===== src/rtl/oc_pkg.sv =====
package oc_pkg;
  typedef enum logic [1:0] {
    M_DIRECT = 2'd0,
    M_REG    = 2'd1,
    M_DDR    = 2'd2,
    M_SER    = 2'd3
  } oc_mode_e;

  typedef enum logic [1:0] {
    F_SEL = 2'd0,
    F_AND = 2'd1,
    F_XOR = 2'd2,
    F_OR  = 2'd3
  } oc_fn_e;

  typedef enum logic [1:0] {
    E_HIGH  = 2'd0,
    E_LOW   = 2'd1,
    E_ON    = 2'd2,
    E_OFF   = 2'd3
  } oc_en_e;

  typedef struct packed {
    logic     en_reg;
    oc_en_e   en_mode;
    logic     inv;
    oc_fn_e   fn;
    oc_mode_e mode;
  } oc_cfg_t;

  localparam int CFG_W = $bits(oc_cfg_t);
endpackage


===== src/rtl/oc_fn_unit.sv =====
module oc_fn_unit
  import oc_pkg::*;
(
  input  oc_fn_e fn,
  input  logic   a,
  input  logic   b,
  input  logic   sel,
  output logic   y
);
  always_comb begin
    unique case (fn)
      F_SEL:   y = sel ? b : a;
      F_AND:   y = a & b;
      F_XOR:   y = a ^ b;
      default: y = a | b;
    endcase
  end
endmodule


===== src/rtl/oc_oe_ctrl.sv =====
module oc_oe_ctrl
  import oc_pkg::*;
(
  input  logic   clk,
  input  logic   rst_n,
  input  oc_en_e en_mode,
  input  logic   en_reg,
  input  logic   oe_i,
  output logic   en_o
);
  logic raw_en;
  logic en_q;

  always_comb begin
    unique case (en_mode)
      E_HIGH:  raw_en = oe_i;
      E_LOW:   raw_en = ~oe_i;
      E_ON:    raw_en = 1'b1;
      default: raw_en = 1'b0;
    endcase
  end

  always_ff @(posedge clk) begin
    if (!rst_n) en_q <= 1'b0;
    else        en_q <= raw_en;
  end

  assign en_o = rst_n & (en_reg ? en_q : raw_en);
endmodule


===== src/rtl/oc_ddr_out.sv =====
module oc_ddr_out (
  input  logic clk,
  input  logic rst_n,
  input  logic rise_d,
  input  logic fall_d,
  output logic q
);
  logic rise_q;
  logic fall_q;

  always_ff @(posedge clk) begin
    if (!rst_n) rise_q <= 1'b0;
    else        rise_q <= rise_d;
  end

  always_ff @(negedge clk) begin
    if (!rst_n) fall_q <= 1'b0;
    else        fall_q <= fall_d;
  end

  assign q = clk ? rise_q : fall_q;
endmodule


===== src/rtl/oc_serializer.sv =====
module oc_serializer #(
  parameter int SER_W = 4
) (
  input  logic             clk,
  input  logic             rst_n,
  input  logic             active,
  input  logic [SER_W-1:0] word_i,
  input  logic             valid_i,
  output logic             ready_o,
  output logic             bit_o
);
  localparam int CNT_W = $clog2(SER_W + 1);
  localparam logic [CNT_W-1:0] FULL = CNT_W'(SER_W);

  logic [SER_W-1:0] sh_q;
  logic [CNT_W-1:0] left_q;
  logic             take;

  assign ready_o = active & (left_q <= CNT_W'(1));
  assign take    = ready_o & valid_i;

  always_ff @(posedge clk) begin
    if (!rst_n) begin
      sh_q   <= '0;
      left_q <= '0;
    end else if (take) begin
      sh_q   <= word_i;
      left_q <= FULL;
    end else if (left_q != '0) begin
      sh_q   <= sh_q >> 1;
      left_q <= left_q - CNT_W'(1);
    end
  end

  assign bit_o = (left_q != '0) & sh_q[0];
endmodule


===== src/rtl/oc_out_cell.sv =====
module oc_out_cell
  import oc_pkg::*;
#(
  parameter int SER_W = 4
) (
  input  logic             clk,
  input  logic             rst_n,
  input  logic [CFG_W-1:0] cfg_i,
  input  logic             a_i,
  input  logic             b_i,
  input  logic             sel_i,
  input  logic             oe_i,
  input  logic [SER_W-1:0] ser_word_i,
  input  logic             ser_valid_i,
  output logic             ser_ready_o,
  output logic             pad_o,
  output logic             pad_en_o
);
  oc_cfg_t cfg_q;
  logic    core_v;
  logic    reg_q;
  logic    ddr_v;
  logic    ser_v;
  logic    pre_pad;

  always_ff @(posedge clk) begin
    if (!rst_n) cfg_q <= oc_cfg_t'(cfg_i);
  end

  oc_fn_unit u_fn (
    .fn (cfg_q.fn),
    .a  (a_i),
    .b  (b_i),
    .sel(sel_i),
    .y  (core_v)
  );

  always_ff @(posedge clk) begin
    if (!rst_n) reg_q <= 1'b0;
    else        reg_q <= core_v;
  end

  oc_ddr_out u_ddr (
    .clk   (clk),
    .rst_n (rst_n),
    .rise_d(a_i),
    .fall_d(b_i),
    .q     (ddr_v)
  );

  oc_serializer #(.SER_W(SER_W)) u_ser (
    .clk    (clk),
    .rst_n  (rst_n),
    .active (cfg_q.mode == M_SER),
    .word_i (ser_word_i),
    .valid_i(ser_valid_i),
    .ready_o(ser_ready_o),
    .bit_o  (ser_v)
  );

  always_comb begin
    unique case (cfg_q.mode)
      M_DIRECT: pre_pad = core_v;
      M_REG:    pre_pad = reg_q;
      M_DDR:    pre_pad = ddr_v;
      default:  pre_pad = ser_v;
    endcase
  end

  assign pad_o = pre_pad ^ cfg_q.inv;

  oc_oe_ctrl u_oe (
    .clk    (clk),
    .rst_n  (rst_n),
    .en_mode(cfg_q.en_mode),
    .en_reg (cfg_q.en_reg),
    .oe_i   (oe_i),
    .en_o   (pad_en_o)
  );
endmodule


===== config.mk =====
export PLATFORM = sky130hd
export DESIGN_NAME = oc_out_cell
export DESIGN_NICKNAME = d
export VERILOG_FILES = /design/src/rtl/oc_pkg.sv /design/src/rtl/oc_fn_unit.sv /design/src/rtl/oc_oe_ctrl.sv /design/src/rtl/oc_ddr_out.sv /design/src/rtl/oc_serializer.sv /design/src/rtl/oc_out_cell.sv
export SDC_FILE = /design/constraint.sdc
export NUM_CORES = 1
export LEC_CHECK = 0
export BUFFER_PORTS_ARGS = -buffer_cell sky130_fd_sc_hd__buf_2
export CAP_MARGIN = 20
export CORE_UTILIZATION = 54
export DETAILED_ROUTE_END_ITERATION = 16
export PLACE_DENSITY = 0.78
export SLEW_MARGIN = 25
export SYNTH_ARGS = -nofsm -noshare
export SYNTH_HDL_FRONTEND = slang
export SYNTH_SLANG_ARGS = --single-unit
export TNS_END_PERCENT = 30

===== constraint.sdc =====
create_clock -name clk -period 6.1 [get_ports clk]
set_clock_uncertainty 0.2 [all_clocks]
set_input_delay 1.22 -clock clk [delete_from_list [all_inputs] [get_ports clk]]
set_output_delay 1.22 -clock clk [all_outputs]
set_load 0.1 [all_outputs]

==> flow_summary.ini <==
[timing]
drv_slew = 0
final-setup-viol-count = 1
rsz0062_at_grt = yes
relSlewSlack_pct = 57.03
hold_viol_final = 0
worst_pin_slew_ns = 0.6433
fin_hold_ws_ns = 0.3265
fin_ws_ns = -0.1792

[synthesis]
synth_top_family_by_area = simple AND/OR/NAND/NOR gates
synth-xor-area-share_pct = 3.039
synth-simple-area-share_pct = 13.17
synth_top_area_share_pct = 27.79
ys_ff_latch = 19
synth-seq-area-share_pct = 53.26
syn_inst = 76
yosys_warnings = 0
syn_nets = 100
synth_area_um2 = 864.6
ys_top_cells_by_area = edfxtp_1 28%, dfxtp_1 25%, ha_1 7.2%, mux2i_1 6.9%, nor2_1 4.8%
syn_avg_cell_area_um2 = 11.38
synth_mux_area_share_pct = 11.29
synth_compound_area_share_pct = 7.670
synth_top_area_cell = edfxtp_1
synth.distinct_cells = 24
synthAdderAreaFrac_pct = 7.236

[flow_run]
cap_violations = 0

[detailed_routing]
via_count = 602
wl_um = 1409
wl_per_cell_um = 11.74
drt_iter0_markers = 11
drtPass1Iterations = 4
route.detailed.drc = 0
routed_via_density = 5.017
ant_nets = 0

[global_routing]
grt_overflow = 0
track_usage_pct = 21.45
grt_pass1_vias = 608
antenna_found_initial = 0
grt_max_degree = 16
grt_pass1_wl_um = 2518

[floorplanning]
die_w_um = 42.02
start_util_pct = 57.39
top_level_ports = 22
coreArea_um2 = 1506
die-area_um2 = 1765
die_y_um = 42.02
rows = 14

[critical_path]
worstRegToRegCells = 5
crit_buf_inv = 1
r2r_slack_ns = 4.26
critPathMaxStageDelay_ns = 0.37
cp_max_fo = 1
arrival_ns = 4.86
critPathLaunchType = flop
cpLargestDelayFamily = compound AO/OA/AOI/OAI gates
path_class = flop to output port
crit_chain = mux2i_1, o22ai_1, a221oi_2, xnor2_2, buf_6
crit_cells = 5
end_kind = output port
cp.required_ns = 4.68
crit_slowest_cell = a221oi_2

[place]
finalWeightedCongestion = 0.7929
io_buffers = 21
dp.final_hpwl_um = 1054

[finish]
fin_util_pct = 69.60
fill_cells = 112
antenna_cells = 0
area_growth_pct = 21.27
nets = 129
drive_gt1_share_pct = 31.73

[outcome]
status = finished, violations left
violations = negative setup slack

[clock_network]
cts_tree = built
cts_setup_buffers = 0
clk-insertion-delay-late_ns = 0.41
clkSlewWorstSetupHoldPaths_ns = 0.09
holdBufCountCts = 0

[worst_hold_path]
min_path_type = flop to flop
whs_path_depth = 2

[power]
p_per_area_nw_per_um2 = 379.3
vdd_drop_max_mv = 0.1884
power_leakage_uw = 0.0004921
[kinds of logic after synthesis]
family / count (synthesis)
buf+inv: 8
simple gates: 24
xor+xnor: 3
flops: 19
mux: 8
compound gates: 9
fa+ha+maj: 5
[area by class of cell]
type	count	area, um2	area share [%]
clock inverters	1	3.754	0.3580
flip-flops and latches	19	460.4	43.91
multi-input cells	49	374.1	35.68
clock buffers	8	60.06	5.728
repair buffers	21	107.6	10.26
well taps	16	20.02	1.909
inverters	6	22.52	2.148
[worst min-delay path, delay by kind of cell (launching register included)]
family / cells / cell delay [ns]
DFF: 1 / 0.35
and+or+nand+nor: 1 / 0.07
xor gates and xnor gates: 1 / 0.08
[power breakdown]
group          internal [uW]  switching (uW)
Clock                   60.6            68.1
Combinational           44.9            59.7
Sequential               151            13.0
Total                    257             141
[layout by cell type, fill, tap and decap left out]
| cell | Yosys | final |
|---|---|---|
| mux2_4 | 1 | 1 |
| clkinv_1 | 1 | 1 |
| and2_1 | 2 | 2 |
| nor2_1 | 11 | 11 |
| ha_1 | 5 | 5 |
| clkbuf_4 | 0 | 6 |
| buf_2 | 0 | 20 |
| xor2_1 | 1 | 1 |
| clkbuf_1 | 0 | 1 |
| a21oi_1 | 1 | 1 |
| xnor2_1 | 2 | 1 |
| a221oi_2 | 1 | 1 |
| mux2i_1 | 6 | 6 |
| o21ai_0 | 2 | 2 |
| o21bai_1 | 1 | 1 |
| nand2_1 | 4 | 4 |
| buf_6 | 1 | 1 |
| a211oi_1 | 3 | 3 |
| inv_1 | 6 | 6 |
| mux4_2 | 1 | 1 |
| dfxtp_1 | 11 | 11 |
| buf_4 | 0 | 1 |
| nand4_1 | 1 | 1 |
| xnor2_2 | 0 | 1 |
| o22ai_1 | 1 | 1 |
| and3_1 | 3 | 3 |
| and2_2 | 1 | 1 |
| edfxtp_1 | 8 | 8 |
| nor2b_1 | 2 | 2 |
[final timing paths]
check,from,to
max,u_ddr.fall_q$_SDFF_NN0_,pad_o
min,cfg_q[5]$_DFFE_PN_,u_oe.en_q$_SDFF_PN0_
max reg2reg,u_ser.left_q[1]$_SDFFE_PP0N_,u_ser.sh_q[1]$_SDFFE_PN0P_
min reg2reg,cfg_q[5]$_DFFE_PN_,u_oe.en_q$_SDFF_PN0_
[through the flow]
| stage | instances | TNS, ns | setup WS (ns) | instance area [um2] | total power [uW] |
|---|---|---|---|---|---|
| final | 120 | -0.1792 | -0.1792 | 1049 | 397.7 |
| after global routing | 120 | -0.3084 | -0.3084 | 1049 | 427.3 |
| after CTS | 120 | -0.2522 | -0.2522 | 1049 | 404.9 |
| after detailed placement | 113 | 0 | 0.2337 | 993.5 | 304.0 |
| after global placement | 113 | 0 | 0.2333 | 993.5 | 299.8 |
| after floorplan | 76 | 0 | 0.09986 | 872.1 | 289.3 |
[synth_stat cells (all sizes together)]
master / instances
o21bai: 1
nor2: 11
o22ai: 1
edfxtp: 8
nor2b: 2
buf: 1
and2: 3
clkinv: 1
a221oi: 1
xor2: 1
xnor2: 2
mux4: 1
inv: 6
ha: 5
a211oi: 3
nand4: 1
mux2i: 6
dfxtp: 11
a21oi: 1
and3: 3
mux2: 1
nand2: 4
o21ai: 2
[flip-flops by register name, summed over array words and instances, names as in the netlist]
register and count:
u_ser.sh_q 4, reg_q 1, cfg_q 8, u_ddr.fall_q 1, u_oe.en_q 1, u_ser.left_q 3
u_ddr.rise_q 1
[metal layers]
metal	vias to the layer above	share of wire (%)	GRT usage, %
li1	317	-	-
met1	259	41	19.48
met2	18	49	30.00
met3	8	5.1	13.79
met4	0	4.9	23.75
met5	-	0	0
[repair_timing]
action / 4_1_cts / 5_1_grt
endpoints found under the setup margin: 1 / 1
pin swaps: 1 / 0
resized for setup: 2 / 0
Power figures use the tool's default switching activity.
